$ cat src/rtl/mdio_pkg.sv
package mdio_pkg;
   localparam int FRAME_BITS = 64;
   localparam int PRE_BITS   = 32;
   localparam int AD_BITS    = 5;
   localparam int DATA_BITS  = 16;
   localparam int TA_START   = FRAME_BITS - DATA_BITS - 2;
   localparam int DATA_START = FRAME_BITS - DATA_BITS;
   localparam int IDX_W      = $clog2(FRAME_BITS);

   typedef struct packed {
      logic                 ext;
      logic [1:0]           op;
      logic [AD_BITS-1:0]   phy;
      logic [AD_BITS-1:0]   rad;
      logic [DATA_BITS-1:0] wdata;
   } mgmt_req_t;

   function automatic logic is_read(input logic ext, input logic [1:0] op);
      return ext ? op[1] : (op == 2'b10);
   endfunction

   function automatic logic [FRAME_BITS-1:0] build_frame(input mgmt_req_t r);
      logic                 rd;
      logic [1:0]           st;
      logic [1:0]           ta;
      logic [DATA_BITS-1:0] dat;
      rd  = is_read(r.ext, r.op);
      st  = r.ext ? 2'b00 : 2'b01;
      ta  = rd ? 2'b11 : 2'b10;
      dat = rd ? {DATA_BITS{1'b1}} : r.wdata;
      return {{PRE_BITS{1'b1}}, st, r.op, r.phy, r.rad, ta, dat};
   endfunction
endpackage

$ cat src/rtl/mdio_clkdiv.sv
module mdio_clkdiv #(
   parameter int DIV_W    = 8,
   parameter int HALF_DIV = 4,
   parameter int CLK_HZ   = 20_000_000,
   parameter int MAX_HZ   = 2_500_000
) (
   input  logic clk,
   input  logic rst_n,
   input  logic run,
   output logic mdc,
   output logic fall_evt
);
   localparam logic [DIV_W-1:0] LAST = DIV_W'(HALF_DIV - 1);

   generate
      if (HALF_DIV < 1 || HALF_DIV > (1 << DIV_W) - 1) begin : g_bad_div
         $error("mdio_clkdiv: HALF_DIV out of range for DIV_W");
      end
      if (CLK_HZ > 2 * HALF_DIV * MAX_HZ) begin : g_too_fast
         $error("mdio_clkdiv: management clock would exceed its maximum rate");
      end
   endgenerate

   logic [DIV_W-1:0] cnt;

   always_ff @(posedge clk) begin
      if (!rst_n || !run) begin
         cnt <= '0;
         mdc <= 1'b0;
      end else if (cnt == LAST) begin
         cnt <= '0;
         mdc <= ~mdc;
      end else begin
         cnt <= cnt + 1'b1;
      end
   end

   assign fall_evt = run & mdc & (cnt == LAST);

   a_r7_idle_low: assert property (@(posedge clk) disable iff (!rst_n)
      !run |=> !mdc);
endmodule

$ cat src/rtl/mdio_seq.sv
module mdio_seq
   import mdio_pkg::*;
(
   input  logic                 clk,
   input  logic                 rst_n,
   input  logic                 req_valid,
   input  mgmt_req_t            req,
   input  logic                 fall_evt,
   input  logic                 mdio_in,
   output logic                 busy,
   output logic                 done,
   output logic                 mdio_out,
   output logic                 mdio_oe,
   output logic [DATA_BITS-1:0] rdata,
   output logic                 no_resp
);
   localparam logic [IDX_W-1:0] LAST_IDX = IDX_W'(FRAME_BITS - 1);

   logic [FRAME_BITS-1:0] frame_q;
   logic                  rd_q;
   logic [IDX_W-1:0]      bitidx;
   logic [DATA_BITS-1:0]  cap;
   logic [DATA_BITS-1:0]  cap_nxt;

   assign cap_nxt  = {cap[DATA_BITS-2:0], mdio_in};
   assign mdio_out = busy ? frame_q[FRAME_BITS-1] : 1'b1;
   assign mdio_oe  = busy & ~(rd_q & (bitidx >= IDX_W'(TA_START)));

   always_ff @(posedge clk) begin
      if (!rst_n) begin
         busy    <= 1'b0;
         done    <= 1'b0;
         frame_q <= '0;
         rd_q    <= 1'b0;
         bitidx  <= '0;
         cap     <= '0;
         rdata   <= '0;
         no_resp <= 1'b0;
      end else begin
         done <= 1'b0;
         if (!busy) begin
            if (req_valid) begin
               busy    <= 1'b1;
               frame_q <= build_frame(req);
               rd_q    <= is_read(req.ext, req.op);
               bitidx  <= '0;
            end
         end else if (fall_evt) begin
            if (rd_q && bitidx >= IDX_W'(DATA_START)) cap <= cap_nxt;
            frame_q <= {frame_q[FRAME_BITS-2:0], 1'b1};
            if (bitidx == LAST_IDX) begin
               busy    <= 1'b0;
               done    <= 1'b1;
               no_resp <= rd_q & (&cap_nxt);
               if (rd_q) rdata <= cap_nxt;
            end else begin
               bitidx <= bitidx + 1'b1;
            end
         end
      end
   end

   a_r5_read_release: assert property (@(posedge clk) disable iff (!rst_n)
      busy && rd_q && $fell(mdio_oe) |-> bitidx == IDX_W'(TA_START));
   a_r10_flag_on_done: assert property (@(posedge clk) disable iff (!rst_n)
      !done |-> $stable(no_resp));
   a_r6_rdata_hold: assert property (@(posedge clk) disable iff (!rst_n)
      !done |-> $stable(rdata));
endmodule

$ cat src/rtl/mdio_master.sv
module mdio_master
   import mdio_pkg::*;
#(
   parameter int DIV_W    = 8,
   parameter int HALF_DIV = 4,
   parameter int CLK_HZ   = 20_000_000,
   parameter int MAX_HZ   = 2_500_000
) (
   input  logic        clk,
   input  logic        rst_n,
   input  logic        req_valid,
   input  logic        req_ext,
   input  logic [1:0]  req_op,
   input  logic [4:0]  req_phy,
   input  logic [4:0]  req_reg,
   input  logic [15:0] req_wdata,
   output logic        busy,
   output logic        done,
   output logic [15:0] rdata,
   output logic        no_resp,
   output logic        mdc,
   output logic        mdio_out,
   output logic        mdio_oe,
   input  logic        mdio_in
);
   mgmt_req_t req;
   logic      fall_evt;

   assign req = '{ext: req_ext, op: req_op, phy: req_phy, rad: req_reg, wdata: req_wdata};

   mdio_clkdiv #(
      .DIV_W(DIV_W), .HALF_DIV(HALF_DIV), .CLK_HZ(CLK_HZ), .MAX_HZ(MAX_HZ)
   ) u_div (
      .clk(clk), .rst_n(rst_n), .run(busy), .mdc(mdc), .fall_evt(fall_evt)
   );

   mdio_seq u_seq (
      .clk(clk), .rst_n(rst_n), .req_valid(req_valid), .req(req),
      .fall_evt(fall_evt), .mdio_in(mdio_in), .busy(busy), .done(done),
      .mdio_out(mdio_out), .mdio_oe(mdio_oe), .rdata(rdata), .no_resp(no_resp)
   );

   a_r11_idle_undriven: assert property (@(posedge clk) disable iff (!rst_n)
      !busy |-> !mdio_oe);
   a_r7_mdc_idle: assert property (@(posedge clk) disable iff (!rst_n)
      !busy && !$past(busy) |-> !mdc);
   a_r7_stable_high: assert property (@(posedge clk) disable iff (!rst_n)
      mdc |-> $stable(mdio_out) && $stable(mdio_oe));
   a_r5_release_on_fall: assert property (@(posedge clk) disable iff (!rst_n)
      busy && $fell(mdio_oe) |-> $fell(mdc));
   a_r8_done_pulse: assert property (@(posedge clk) disable iff (!rst_n)
      done |=> !done);
   a_r8_done_after_busy: assert property (@(posedge clk) disable iff (!rst_n)
      $fell(busy) |-> done);
endmodule

$ cat config.mk
export PLATFORM = sky130hd
export DESIGN_NAME = mdio_master
export DESIGN_NICKNAME = d
export VERILOG_FILES = /design/src/rtl/mdio_pkg.sv /design/src/rtl/mdio_clkdiv.sv /design/src/rtl/mdio_seq.sv /design/src/rtl/mdio_master.sv
export SDC_FILE = /design/constraint.sdc
export NUM_CORES = 1
export LEC_CHECK = 0
export BUFFER_PORTS_ARGS = -buffer_cell sky130_fd_sc_hd__buf_2
export CAP_MARGIN = 40
export CELL_PAD_IN_SITES_DETAIL_PLACEMENT = 2
export CELL_PAD_IN_SITES_GLOBAL_PLACEMENT = 2
export CORE_UTILIZATION = 38
export CTS_BUF_LIST = sky130_fd_sc_hd__clkbuf_8
export DETAILED_ROUTE_END_ITERATION = 16
export PLACE_DENSITY_LB_ADDON = 0.2
export SETUP_SLACK_MARGIN = 0.15
export SLEW_MARGIN = 40
export SYNTH_ARGS = -nofsm -noshare
export SYNTH_HDL_FRONTEND = slang
export SYNTH_SLANG_ARGS = --single-unit
$ cat constraint.sdc
create_clock -name clk -period 3 [get_ports clk]
set_input_delay 0.3 -clock clk [delete_from_list [all_inputs] [get_ports clk]]
set_output_delay 0.3 -clock clk [all_outputs]
set_load 0.005 [all_outputs]
==> metrics.txt <==
# TYPE chip_impl_metric gauge
chip_impl_info{name="tritoncts_clock_tree",value="done"} 1
chip_impl_metric{name="synth.avg_cell_area",unit="sq um"} 9.96
chip_impl_metric{name="yosys_register_bits",unit=""} 114
chip_impl_metric{name="seq_area_frac_synth",unit=""} 0.497
chip_impl_metric{name="fmaxAchievable",unit="GHz"} 0.446
chip_impl_info{name="layout_commonest_cell",value="sky130_fd_sc_hd__dfxtp_1"} 1
chip_impl_info{name="worst_r2r_endpoint",value="u_seq.bitidx[0]"} 1
chip_impl_info{name="worst_hold_path.endpoint",value="u_seq.rdata[0]"} 1
chip_impl_metric{name="finalSetupViolCount",unit=""} 0
chip_impl_metric{name="grt_antenna_before_repair",unit=""} 0
chip_impl_metric{name="power.leakage",unit="nW"} 2.15
chip_impl_metric{name="grt_pass1_wl",unit="um"} 20900
chip_impl_metric{name="hold_buffers",unit=""} 0
chip_impl_info{name="violations",value="DRC"} 1
chip_impl_metric{name="totalWireLength",unit="um"} 12300
chip_impl_metric{name="post_cts.resized_instances",unit=""} 0
chip_impl_metric{name="pre_cts_slack",unit="ns"} 0.806
chip_impl_metric{name="area.sequential",unit="sq mm"} 0.00228
chip_impl_metric{name="hold_critical_path_depth",unit=""} 3
chip_impl_metric{name="postCtsSetupBuffers",unit=""} 0
chip_impl_metric{name="fin_hold_ws",unit="ns"} 0.169
chip_impl_metric{name="r2r_cells",unit=""} 6
chip_impl_metric{name="ys_async_sr_fraction",unit=""} 0
chip_impl_metric{name="arr_time_crit_path",unit="ns"} 2.62
chip_impl_info{name="cp-end-kind",value="register"} 1
chip_impl_metric{name="fin_nets",unit=""} 542
chip_impl_metric{name="final-max-slew-violation-count",unit=""} 0
chip_impl_info{name="timing.hold.worst.start",value="mdio_in"} 1
chip_impl_metric{name="maxCapViolations",unit=""} 0
chip_impl_metric{name="die-height",unit="um"} 112
chip_impl_info{name="cts-root-buf",value="sky130_fd_sc_hd__clkbuf_8"} 1
chip_impl_metric{name="hold_violations",unit=""} 0
chip_impl_metric{name="dpl-instance-area",unit="sq mm"} 0.00496
chip_impl_metric{name="row_count",unit=""} 39
chip_impl_metric{name="final_layout_size_suffix_gt1_frac",unit=""} 0.297
chip_impl_metric{name="h-tree-depth",unit=""} 4
chip_impl_metric{name="buffer_ports.inserted",unit=""} 54
chip_impl_metric{name="area_overhead_of_the_layout_relative_to_synthesis",unit="%"} 18.9
chip_impl_metric{name="yosys_warnings",unit=""} 0
chip_impl_metric{name="final_area",unit="sq mm"} 0.00546
chip_impl_metric{name="clock_tree.buffer_depth",unit=""} 2
chip_impl_metric{name="syn_std_cell_area",unit="sq mm"} 0.00459
chip_impl_info{name="run_status",value="finished with violations"} 1
chip_impl_metric{name="via_per_inst",unit=""} 5.76
chip_impl_metric{name="timing.final.ws_setup",unit="ns"} 0.759
chip_impl_info{name="timing.rr.start",value="u_div.cnt[0]"} 1
chip_impl_metric{name="gpl.final_weighted_congestion",unit=""} 0.788
chip_impl_metric{name="antenna_diode_instance_count",unit=""} 0
chip_impl_metric{name="totalPowerFinal",unit="mW"} 3.70
chip_impl_metric{name="synth_cell_types",unit=""} 44
chip_impl_metric{name="min_period",unit="ns"} 2.24
chip_impl_metric{name="global_route.overflow_total",unit=""} 0
chip_impl_metric{name="timing.slew.headroom",unit=""} 0.484
chip_impl_metric{name="total_clock_buffers_created_by_cts",unit=""} 17
chip_impl_metric{name="worst_clock_skew",unit="ns"} 0.00954
chip_impl_info{name="postSynth.topFlopCell",value="sky130_fd_sc_hd__dfxtp_1"} 1
chip_impl_info{name="rsz_0062_raised_after_global_routing",value="no"} 1
chip_impl_metric{name="drt_pre_antenna_iters",unit=""} 10
chip_impl_metric{name="footprint_of_the_multi_input_gates",unit="sq mm"} 0.00211
chip_impl_metric{name="clock_sinks",unit=""} 114
chip_impl_metric{name="clock_insertion_delay_worst_skew",unit="ns"} 0.45
chip_impl_metric{name="die_w",unit="um"} 112
chip_impl_metric{name="synth-edff-count",unit=""} 0
chip_impl_metric{name="route.detailed.drc",unit=""} 3
chip_impl_metric{name="core_area",unit="sq mm"} 0.0116
chip_impl_metric{name="initial_core_util",unit=""} 0.395
chip_impl_metric{name="grt_use_total",unit=""} 0.212
chip_impl_metric{name="critical_path_peak_fanout",unit=""} 40
chip_impl_metric{name="fin_crit_sh",unit=""} 0.747
chip_impl_metric{name="drt_iter0_markers",unit=""} 177
chip_impl_metric{name="first_global_vias",unit=""} 4232
chip_impl_metric{name="final.setup.tns",unit="ns"} 0
chip_impl_info{name="most-common-layout-cells",value="114 x sky130_fd_sc_hd__dfxtp_1, 55 x sky130_fd_sc_hd__nor2_1, 54 x sky130_fd_sc_hd__buf_2"} 1
chip_impl_metric{name="dp_hpwl",unit="um"} 7470
chip_impl_metric{name="routed-via-count",unit=""} 3813
chip_impl_metric{name="gate_count_post_synth",unit=""} 461
chip_impl_metric{name="timing.reg2reg.setup_slack",unit="ns"} 0.76
chip_impl_metric{name="path_clk_slew",unit="ns"} 0.07
chip_impl_metric{name="mappedNetlistNets",unit=""} 497
chip_impl_info{name="critPathLaunchType",value="register"} 1
chip_impl_metric{name="wl_per_cell",unit="um"} 18.6
chip_impl_metric{name="nFillCells",unit=""} 1250
chip_impl_metric{name="worst_ir_drop_vdd",unit="V"} 0.000269
chip_impl_info{name="crit_type",value="reg -> reg"} 1
chip_impl_info{name="hold_path_class",value="in -> reg"} 1
chip_impl_metric{name="io-pin-count",unit=""} 55
chip_impl_metric{name="tightestPinTransition",unit="ns"} 0.773
chip_impl_metric{name="drt.antenna.violating_nets",unit=""} 0
chip_impl_metric{name="die_area",unit="sq mm"} 0.0125
chip_impl_metric{name="grt_start_max_net_pins",unit=""} 93
chip_impl_metric{name="p_per_area",unit="mW/mm^2"} 678
chip_impl_metric{name="worst_ep_required_time",unit="ns"} 3.38
==> cell families (layout without fill, tap and decap cells) <==
group	Yosys count	in the layout	synth area share
AND/OR/NAND/NOR	150	150	0.159
AO/OA/AOI/OAI	115	115	0.218
flip-flops	114	114	0.497
buffers and inverters	45	103	0.0444
multiplexers	27	27	0.0589
XOR/XNOR	7	7	0.0134
adder cells (fa/ha/maj)	3	3	0.00818
==> synthesized netlist by cell type (4+ instances only) <==
cell type                  count  area [sq um]
sky130_fd_sc_hd__dfxtp_1     114          2280
sky130_fd_sc_hd__inv_1         6          22.5
sky130_fd_sc_hd__nand3_1      15          75.1
sky130_fd_sc_hd__a211oi_2     19           238
sky130_fd_sc_hd__nand2_1      33           124
sky130_fd_sc_hd__buf_2        10          50.1
sky130_fd_sc_hd__a211oi_1      9          67.6
sky130_fd_sc_hd__o221a_2      33           372
sky130_fd_sc_hd__buf_4         4          30.0
sky130_fd_sc_hd__nor2_1       55           206
sky130_fd_sc_hd__clkbuf_1     23          86.3
sky130_fd_sc_hd__o21ai_0      22           110
sky130_fd_sc_hd__nand4_1      23           144
sky130_fd_sc_hd__mux2i_1      27           270
sky130_fd_sc_hd__a21oi_1       5          25.0
sky130_fd_sc_hd__o22ai_1      16           100
sky130_fd_sc_hd__xor2_1        6          52.6
==> per-layer routing <==
layer / wire length [um] / vias up / track usage
li1: - / 1809 / -
met2: 6190 / 74 / 0.368
met1: 5360 / 1902 / 0.238
met5: 0 / - / 0
met3: 467 / 28 / 0.0572
met4: 297 / 0 / 0.107
==> sequential cells by signal, summed over array words and instances (netlist names) <==
| register | flops |
|---|---|
| u_seq.frame_q | 64 |
| u_div.cnt | 8 |
| u_seq.bitidx | 6 |
| u_div.mdc | 1 |
| u_seq.rdata | 16 |
| u_seq.busy | 1 |
| u_seq.done | 1 |
| u_seq.cap | 15 |
| u_seq.rd_q | 1 |
| u_seq.no_resp | 1 |
==> worst max-delay path: stages, from the launching register on <==
cell and delay, ns:
sky130_fd_sc_hd__dfxtp_1 0.39, sky130_fd_sc_hd__ha_1 0.30, sky130_fd_sc_hd__nor4bb_1 0.47, sky130_fd_sc_hd__nand3_1 0.15, sky130_fd_sc_hd__buf_4 0.29, sky130_fd_sc_hd__or3_1 0.39
sky130_fd_sc_hd__a31oi_1 0.16
==> metrics by stage <==
| stage | utilization | cells |
|---|---|---|
| after floorplan | - | 461 |
| after global routing | 0.470 | 662 |
| final | 0.470 | 662 |
| after CTS | 0.470 | 662 |
| after global placement | 0.427 | 630 |
| after detailed placement | 0.427 | 630 |
==> how the worst max path moves through the flow <==
| stage | start | endpoint | slack [ns] | cells past startpoint |
|---|---|---|---|---|
| 5_1_grt | u_div.cnt[0] | u_seq.bitidx[1] | 0.63 | 6 |
| 6_report | u_div.cnt[0] | u_seq.bitidx[0] | 0.76 | 6 |
| 3_3_place_gp | u_div.cnt[5] | u_seq.rdata[7] | 0.88 | 5 |
| 4_1_cts | u_div.cnt[0] | u_seq.bitidx[0] | 0.76 | 6 |
| 3_5_place_dp | u_div.cnt[5] | u_seq.rdata[13] | 0.81 | 5 |
| 2_1_floorplan | u_div.cnt[0] | u_seq.bitidx[5] | 1.09 | 7 |
==> where the power goes <==
part / leakage [nW] / switching (mW) / internal [mW]
sequential: 0.935 / 0.0448 / 1.59
clock: 0.242 / 0.666 / 1.14
combinational: 0.979 / 0.150 / 0.115
==> area by class of cell <==
type                       count  area share
timing repair buffer          64      0.0656
inverter                       7     0.00481
tap                          143      0.0328
clock buffer                  20      0.0504
sequential                   114       0.418
clock inverter                12      0.0413
multi-input combinational    302       0.387
(Power assumes the default switching activity.)
